`config.mk`:
```
export PLATFORM = sky130hd
export DESIGN_NAME = tick_timer
export DESIGN_NICKNAME = d
export VERILOG_FILES = /design/src/rtl/tick_timer_pkg.sv /design/src/rtl/tick_sync.sv /design/src/rtl/tick_prescale.sv /design/src/rtl/tick_wdog.sv /design/src/rtl/tick_core.sv /design/src/rtl/tick_timer.sv
export SDC_FILE = /design/constraint.sdc
export NUM_CORES = 1
export LEC_CHECK = 0
export ABC_AREA = 0
export BUFFER_PORTS_ARGS = -buffer_cell sky130_fd_sc_hd__buf_4
export CAP_MARGIN = 20
export CORE_MARGIN = 2
export CORE_UTILIZATION = 25
export CTS_BUF_LIST = sky130_fd_sc_hd__clkbuf_4
export DETAILED_ROUTE_END_ITERATION = 8
export PLACE_DENSITY = 0.47
export SLEW_MARGIN = 25
export SYNTH_ARGS = -nofsm -noshare
export SYNTH_HDL_FRONTEND = slang
export SYNTH_HIERARCHICAL = 1
export SYNTH_SLANG_ARGS = --single-unit
```
`constraint.sdc`:
```
create_clock -name clk -period 3.25 [get_ports clk]
set_input_delay 0 -clock clk [delete_from_list [all_inputs] [get_ports clk]]
set_output_delay 0 -clock clk [all_outputs]
set_load 0.005 [all_outputs]
```
`src/rtl/tick_timer_pkg.sv`:
```
package tick_timer_pkg;
  localparam int TAP_W = 3;
  localparam int PRE_W = 1 << TAP_W;
  localparam int CFG_W = TAP_W + 3;

  typedef struct packed {
    logic             src_ext;
    logic             edge_fall;
    logic             pre_to_wdog;
    logic [TAP_W-1:0] tap;
  } tmr_cfg_t;
endpackage

```
`src/rtl/tick_sync.sv`:
```
module tick_sync #(
  parameter int STAGES = 2
) (
  input  logic clk,
  input  logic rst_n,
  input  logic pin,
  input  logic fall_sel,
  output logic evt
);
  logic [STAGES:0] sh;

  always_ff @(posedge clk or negedge rst_n) begin
    if (!rst_n) sh <= '0;
    else        sh <= {sh[STAGES-1:0], pin};
  end

  // sh[STAGES-1] is the synchronized level, sh[STAGES] the previous one
  assign evt = fall_sel ? (~sh[STAGES-1] &  sh[STAGES])
                        : ( sh[STAGES-1] & ~sh[STAGES]);
endmodule

```
`src/rtl/tick_prescale.sv`:
```
module tick_prescale
  import tick_timer_pkg::*;
(
  input  logic             clk,
  input  logic             rst_n,
  input  logic             evt,
  input  logic             clr,
  input  logic [TAP_W-1:0] sel,
  input  logic             wdog_map,
  output logic             carry
);
  logic [PRE_W-1:0] pre;
  logic [PRE_W:0]   tap_ok;
  logic [TAP_W:0]   idx;

  always_ff @(posedge clk or negedge rst_n) begin
    if (!rst_n)   pre <= '0;
    else if (clr) pre <= '0;
    else if (evt) pre <= pre + 1'b1;
  end

  // tap_ok[g] is high when the low g bits of the counter are all ones
  for (genvar g = 0; g <= PRE_W; g++) begin : g_tap
    if (g == 0) begin : g_zero
      assign tap_ok[g] = 1'b1;
    end else begin : g_bits
      assign tap_ok[g] = &pre[g-1:0];
    end
  end

  assign idx   = wdog_map ? {1'b0, sel} : ({1'b0, sel} + (TAP_W+1)'(1));
  assign carry = evt & tap_ok[idx];
endmodule

```
`src/rtl/tick_wdog.sv`:
```
module tick_wdog #(
  parameter int W = 8
) (
  input  logic clk,
  input  logic rst_n,
  input  logic cyc_en,
  output logic base_tick
);
  logic [W-1:0] cnt;

  always_ff @(posedge clk or negedge rst_n) begin
    if (!rst_n)      cnt <= '0;
    else if (cyc_en) cnt <= cnt + 1'b1;
  end

  assign base_tick = cyc_en & (&cnt);
endmodule

```
`src/rtl/tick_core.sv`:
```
module tick_core #(
  parameter int CNT_W = 8
) (
  input  logic             clk,
  input  logic             rst_n,
  input  logic             cyc_en,
  input  logic             evt_raw,
  input  logic             sleep,
  input  logic             wr_en,
  input  logic [CNT_W-1:0] wr_data,
  input  logic             use_pre,
  input  logic             pre_carry,
  input  logic             flag_clr,
  output logic             path_evt,
  output logic             step,
  output logic [CNT_W-1:0] count,
  output logic             ovf_flag
);
  localparam int INH_CYC = 2;
  localparam int INH_W   = $clog2(INH_CYC + 1);

  logic [INH_W-1:0] inhib;
  logic             wrap;

  always_ff @(posedge clk or negedge rst_n) begin
    if (!rst_n)                          inhib <= '0;
    else if (wr_en)                      inhib <= INH_W'(INH_CYC);
    else if (cyc_en && (inhib != '0))    inhib <= inhib - 1'b1;
  end

  assign path_evt = evt_raw & ~sleep & (inhib == '0) & ~wr_en;
  assign step     = use_pre ? pre_carry : path_evt;
  assign wrap     = step & (&count) & ~wr_en;

  always_ff @(posedge clk or negedge rst_n) begin
    if (!rst_n)     count <= '0;
    else if (wr_en) count <= wr_data;
    else if (step)  count <= count + 1'b1;
  end

  always_ff @(posedge clk or negedge rst_n) begin
    if (!rst_n)        ovf_flag <= 1'b0;
    else if (wrap)     ovf_flag <= 1'b1;
    else if (flag_clr) ovf_flag <= 1'b0;
  end
endmodule

```
`src/rtl/tick_timer.sv`:
```
module tick_timer
  import tick_timer_pkg::*;
#(
  parameter int CNT_W  = 8,
  parameter int WDOG_W = 8,
  parameter int SYNC_N = 2
) (
  input  logic             clk,
  input  logic             rst_n,
  input  logic             cyc_en,
  input  logic             wr_en,
  input  logic [CNT_W-1:0] wr_data,
  input  logic [CFG_W-1:0] cfg,
  input  logic             irq_en,
  input  logic             flag_clr,
  input  logic             ext_pin,
  input  logic             sleep,
  output logic [CNT_W-1:0] count,
  output logic             ovf_flag,
  output logic             irq,
  output logic             wdt_timeout
);
  tmr_cfg_t c;
  logic ext_evt, evt_raw, path_evt, cnt_step;
  logic base_tick, pre_evt, pre_clr, pre_carry;

  assign c = tmr_cfg_t'(cfg);

  tick_sync #(.STAGES(SYNC_N)) sync_i (
    .clk(clk), .rst_n(rst_n), .pin(ext_pin),
    .fall_sel(c.edge_fall), .evt(ext_evt)
  );

  tick_wdog #(.W(WDOG_W)) wdog_i (
    .clk(clk), .rst_n(rst_n), .cyc_en(cyc_en), .base_tick(base_tick)
  );

  assign evt_raw = c.src_ext ? ext_evt : cyc_en;
  assign pre_evt = c.pre_to_wdog ? base_tick : path_evt;
  assign pre_clr = wr_en & ~c.pre_to_wdog;

  tick_prescale pre_i (
    .clk(clk), .rst_n(rst_n), .evt(pre_evt), .clr(pre_clr),
    .sel(c.tap), .wdog_map(c.pre_to_wdog), .carry(pre_carry)
  );

  tick_core #(.CNT_W(CNT_W)) core_i (
    .clk(clk), .rst_n(rst_n), .cyc_en(cyc_en), .evt_raw(evt_raw),
    .sleep(sleep), .wr_en(wr_en), .wr_data(wr_data),
    .use_pre(~c.pre_to_wdog), .pre_carry(pre_carry), .flag_clr(flag_clr),
    .path_evt(path_evt), .step(cnt_step), .count(count), .ovf_flag(ovf_flag)
  );

  assign irq         = ovf_flag & irq_en;
  assign wdt_timeout = c.pre_to_wdog ? pre_carry : base_tick;
endmodule

```
# Word level (Yosys, flattened, before mapping)
# Cells that the tools add are included.
dict set report totals {
  register_bits 30
  latchBits 0
  mem_bits_rw 0
  mem_bits_ro 0
  inputBits 22
  n_memories 0
}
dict set report op_classes {
  add_sub_neg 5
  mul 0
  div_mod_pow 0
  magnitude_cmp 1
  n_eq_ne 0
  shift 0
  mux 16
  bitwise 16
  n_reduce_logical 16
}
# operator count
set ops {}
lappend ops {{$mux 8} 4}
lappend ops {{$add 8x1->8 const B} 3}
lappend ops {{$reduce_and 8->1} 3}
lappend ops {{$and 1x1->1} 11}
lappend ops {{$reduce_bool 2->1} 5}
lappend ops {{$mux 1} 8}
lappend ops {{$reduce_and 7->1} 1}
lappend ops {{$reduce_and 6->1} 1}
lappend ops {{$lt 4x5->1 const B} 1}
lappend ops {{$not 1->1} 5}
lappend ops {{$reduce_and 5->1} 1}
lappend ops {{$add 3x1->4 const B} 1}
lappend ops {{$bmux 1 s4} 1}
lappend ops {{$mux 2} 2}
lappend ops {{$mux 4} 1}
lappend ops {{$reduce_and 4->1} 1}
lappend ops {{$reduce_and 3->1} 1}
lappend ops {{$logic_not 2->1} 1}
lappend ops {{$reduce_and 2->1} 1}
lappend ops {{$sub 2x1->2 const B} 1}
lappend ops {{$logic_and 1x1->1} 1}

# Depth between registers and ports, before layout
dict set report logic_depth {
  depth_word 13
  ltp_mapped 14
  depth_no_buf 13
}

# Modules after synthesis
# Netlist, hierarchy kept.
# mod n_inst cells_each area_each_um2 seq_area_each_um2
set modules_own_cells {}
lappend modules_own_cells {tick_core 1 74 684.4 275.3}
lappend modules_own_cells {tick_prescale 1 69 648.1 200.2}
lappend modules_own_cells {tick_wdog 1 30 359.1 200.2}
lappend modules_own_cells {tick_sync 1 6 97.6 75.1}
lappend modules_own_cells {tick_timer 1 6 57.6 0.0}

# Least setup slack after synthesis
# No wires, ideal clock.
dict set report synth_path {
  kind {flip-flop to flip-flop}
  start {reg sync_i.sh[1]}
  end {reg core_i.count[5]}
  setup_time_ps 126
  arrival_time_ps 2534
  setup_slack_ps 590
  stages_incl_launch_ff 15
  n_path_buf 1
  path_cell_list {dfrtp_1 -> nand3b_1 -> o21ai_2 -> mux2_1 -> nand4bb_4 -> inv_1 -> mux2_4 -> buf_6 -> nand4_1 -> nor4_1 -> a211o_1 -> nand4_1 -> o31a_1 -> nor4b_1 -> a311o_1}
}
dict set report synth_between {
  elab_chain_len 11
  word_cells_on_any_way 12
  cone_classes {mux: 4; bitwise: 7; reduce/logical: 1}
}
# element line_no
set synth_lines {}
lappend synth_lines {{start, declared} tick_sync.sv:10} ;# logic [STAGES:0] sh;
lappend synth_lines {{start signal, assigned} tick_sync.sv:14} ;# else sh <= {sh[STAGES-1:0], pin};
lappend synth_lines {{$not 1->1} tick_sync.sv:18} ;# assign evt = fall_sel ? (~sh[STAGES-1] & sh[STAGES])
lappend synth_lines {{$and 1x1->1} tick_sync.sv:18}
lappend synth_lines {{$mux 1 *} tick_sync.sv:18}
lappend synth_lines {{net ext_evt} tick_timer.sv:24} ;# logic ext_evt, evt_raw, path_evt, cnt_step;
lappend synth_lines {{$mux 1 *} tick_timer.sv:38} ;# assign evt_raw = c.src_ext ? ext_evt : cyc_en;
lappend synth_lines {{net evt_raw} tick_timer.sv:24}
lappend synth_lines {{$and 1x1->1 * (3 in series)} tick_core.sv:31} ;# assign path_evt = evt_raw & ~sleep & (inhib == '0) & ~wr_en;
lappend synth_lines {{net path_evt} tick_timer.sv:24}
lappend synth_lines {{$mux 1 *} tick_timer.sv:39} ;# assign pre_evt = c.pre_to_wdog ? base_tick : path_evt;
lappend synth_lines {{net pre_evt} tick_timer.sv:25} ;# logic base_tick, pre_evt, pre_clr, pre_carry;
lappend synth_lines {{$and 1x1->1 *} tick_prescale.sv:32} ;# assign carry = evt & tap_ok[idx];
lappend synth_lines {{net pre_carry} tick_timer.sv:25}
lappend synth_lines {{$mux 1 *} tick_core.sv:32} ;# assign step = use_pre ? pre_carry : path_evt;
lappend synth_lines {{$reduce_bool 2->1 (no source line) *} n/a}
lappend synth_lines {{end signal, assigned} tick_core.sv:37} ;# else if (wr_en) count <= wr_data;
lappend synth_lines {{end signal, assigned} tick_core.sv:38} ;# else if (step) count <= count + 1'b1;
lappend synth_lines {{end, declared} tick_core.sv:16} ;# output logic [CNT_W-1:0] count,
# Mark *: on every way through the listed nets, which the timed path passes. The rest lies on a longest branch.
# A chain may end at the register's enable or synchronous reset.

# Final worst setup path
# Ends and elaborated chain as after synthesis.

==> results.sh <==
export IMPL_syn_instance_count=185
export IMPL_slew_headroom_pct=59.26
export IMPL_drv_cap=0
export IMPL_p_leak_nw=1.037
export IMPL_cts_buffers=5
export IMPL_dr_pass1_iters=4
export IMPL_syn_area_sq_um=1847
export IMPL_rows=31
export IMPL_slew_violations=0
export IMPL_finalSetupViolations=0
export IMPL_die_w_um=89.95
export IMPL_die_height_um=89.95
export IMPL_grt_pass1_wl_mm=7.176
export IMPL_synthDistinctLibCells=51
export IMPL_gr_total_overflow=0
export IMPL_fp_coreArea_sq_um=7214
export IMPL_irDropWorstVdd_uv=188.4
export IMPL_hold_class="primary input to asynchronous set/reset pin"
export IMPL_io_buffers=32
export IMPL_antenna_cells=0
export IMPL_routed_wl_mm=3.934
export IMPL_layout_nets=259
export IMPL_gr_usage_all_layers_pct=10.60
export IMPL_skew_ns=0.01146
export IMPL_placedCellCount=309
export IMPL_drt_iter0_drc=50
export IMPL_final_hold_violation_count=0
export IMPL_ys_warn_count=6
export IMPL_cts_sinks=30
export IMPL_cts_resized=0
export IMPL_power_frac_comb_pct=23.3
export IMPL_syn_nets=214
export IMPL_vias_per_cell=4.524
export IMPL_synth_area_leaders="dfrtp_1, xnor2_1, ha_1, mux2i_1, nand2_1"
export IMPL_grt_max_degree=31
export IMPL_p_int_uw=645.8
export IMPL_rsz0062_at_grt="false"
export IMPL_dpl_hpwl_mm=2.802
export IMPL_fmax_mhz=349.3
export IMPL_async_flop_share_pct=100.0
export IMPL_swShare_pct=31.82
export IMPL_insertion_delay_ns=0.33
export IMPL_cp_arrival_ns=3.08
export IMPL_io_pins=33
export IMPL_yosysTopAreaCell="dfrtp_1"
export IMPL_final_cells=330
export IMPL_outcome="completed"
export IMPL_fin_setup_tns_ns=0
export IMPL_fin_area_sq_um=2337
export IMPL_clk_pin_slew_ns=0.10
export IMPL_layout_setup_ws_ns=0.3870
export IMPL_yosysSeqAreaShare_pct=40.65
export IMPL_clockRootBuffer="clkbuf_4"
export IMPL_vias=1493
export IMPL_cp_max_fo=9
export IMPL_period_share_pct=88.09
export IMPL_ant_nets=0
export IMPL_worst_pin_slew_ns=0.6098
export IMPL_syn2layout_area_growth_pct=26.56
export IMPL_place_gp_congestion=0.7732
export IMPL_synth_top_cell_area_share_pct=40.65
export IMPL_wire_per_inst_um=11.92
export IMPL_postCtsHoldBufs=13
export IMPL_clock_power_share_pct=23.6
export IMPL_p_sw_uw=301.4
export IMPL_cts_setup_buffers=0
export IMPL_cts_path_max_buffers=2
export IMPL_initial_core_util_pct=25.60
export IMPL_start_kind="flop"
export IMPL_drive_above_1_share_pct=21.65
export IMPL_cts_tree="done"
export IMPL_power_density_nw_per_um2=405.3
export IMPL_seq_power_share_pct=53.1
export IMPL_cp_required_ns=3.47
export IMPL_timing_hold_ws_ns=0.1366
export IMPL_end_kind="flop"
export IMPL_synth_ff_type="dfrtp_1"
export IMPL_antenna_found_initial=0
export IMPL_period_minus_slack_ns=2.863
export IMPL_pre_cts_slack_ns=0.4060
export IMPL_grt_pass1_vias=1558
export IMPL_placed_cell_area_sq_um=2153
export IMPL_drc=0
export IMPL_critPathKind="flop to flop"
export IMPL_ys_ff_latch=30
export IMPL_syn_area_per_cell_sq_um=9.983
export IMPL_dieArea_sq_um=8091
export IMPL_cts_max_level=2
export IMPL_synth_edff_count=0
[state kept, by name (all words and copies together), names as in the netlist]
signal and count:
core_i/ovf_flag 1, wdog_i/cnt 8, sync_i/sh 3, core_i/count 8
core_i/inhib 2, pre_i/pre 8
[cell usage after synthesis, types with 3 or more instances]
library cell,number
dfrtp_1,30
nand2_1,16
nor2_1,13
xnor2_1,11
inv_1,10
ha_1,7
mux2i_1,7
nand3_1,6
nand4_1,6
nand2b_1,5
nor2b_1,5
nor3_1,5
xor2_1,5
buf_6,4
o21ai_0,4
a21oi_1,3
a22oi_1,3
and3_1,3
nor4b_1,3
[through the flow]
| stage | util (%) | power, mW |
|---|---|---|
| 2_1_floorplan | - | 0.6380 |
| 3_3_place_gp | 29.85 | 0.7203 |
| 3_5_place_dp | 29.85 | 0.7206 |
| 4_1_cts | 32.40 | 0.9629 |
| 5_1_grt | 32.40 | 1.012 |
| 6_report | 32.40 | 0.9472 |
[layout make-up]
type	count	area (sq um)
Multi-Input combinational cell	138	1001
Tap cell	99	123.9
Sequential cell	30	750.7
Timing Repair Buffer	45	370.4
Clock buffer	6	45.04
Fill cell	807	4877
Inverter	10	37.54
Clock inverter	2	8.758
[worst paths after layout]
kind                         startpoint              end  slack, ns  depth (start not counted)
max                        sync_i/sh[1]  core_i/count[5]       0.39                         13
min                               rst_n  core_i/count[4]       0.14                          2
max reg2reg                sync_i/sh[1]  core_i/count[5]       0.39                         13
min reg2reg                sync_i/sh[0]     sync_i/sh[1]       0.36                          0
max in group asynchronous         rst_n     pre_i/pre[3]       2.82                          2
min in group clk                 cfg[3]     pre_i/pre[2]       0.18                          3
[power groups by stage]
stage	clock [mW]	sequential, mW	combinational (mW)
finish	0.224	0.503	0.221
global route	0.245	0.514	0.253
CTS	0.236	0.503	0.225
detailed placement	0	0.509	0.211
global placement	0	0.509	0.211
floorplan	0	0.495	0.143
[critical path, cell delays in order, from the launching register on]
cell,delay [ns]
dfrtp_1,0.38
nand3b_1,0.13
o21ai_2,0.05
mux2_1,0.33
nand4bb_4,0.13
inv_1,0.05
mux2_4,0.33
nand4_1,0.15
nor4_1,0.07
a211o_1,0.33
nand4_1,0.11
o31a_1,0.27
nor4b_1,0.09
a311o_1,0.33
[layer usage]
metal	vias up	global-route usage (%)	routed length (um)
li1	748	-	-
met1	710	13.36	1825
met2	29	17.87	1888
met3	6	2.598	157
met4	0	3.462	62
met5	-	0	0
[kinds of logic after synthesis]
group	count (synthesis)	synth area share, %
AOI/OAI and AO/OA	30	12.13
buffers and inverters	17	5.149
adders and majority gates	7	4.742
DFF	30	40.65
muxes	11	6.640
and+or+nand+nor	74	23.10
xor gates and xnor gates	16	7.588
[cell usage in the layout (no fill, tap or decap), types with 2 or more instances in the layout]
master	n
buf_4	32
dfrtp_1	30
nand2_1	16
nor2_1	13
dlygate4sd3_1	13
xnor2_1	11
inv_1	10
mux2i_1	7
ha_1	7
clkbuf_4	6
nand3_1	6
nand4_1	6
nor2b_1	5
nand2b_1	5
nor3_1	5
xor2_1	5
o21ai_0	4
and3_1	3
nor4b_1	3
a22oi_1	3
a21oi_1	3
mux2_4	2
o21ai_1	2
o31a_1	2
o211ai_1	2
nand3b_1	2
nor3_2	2
Note: power is estimated with default switching activity, not from simulation.
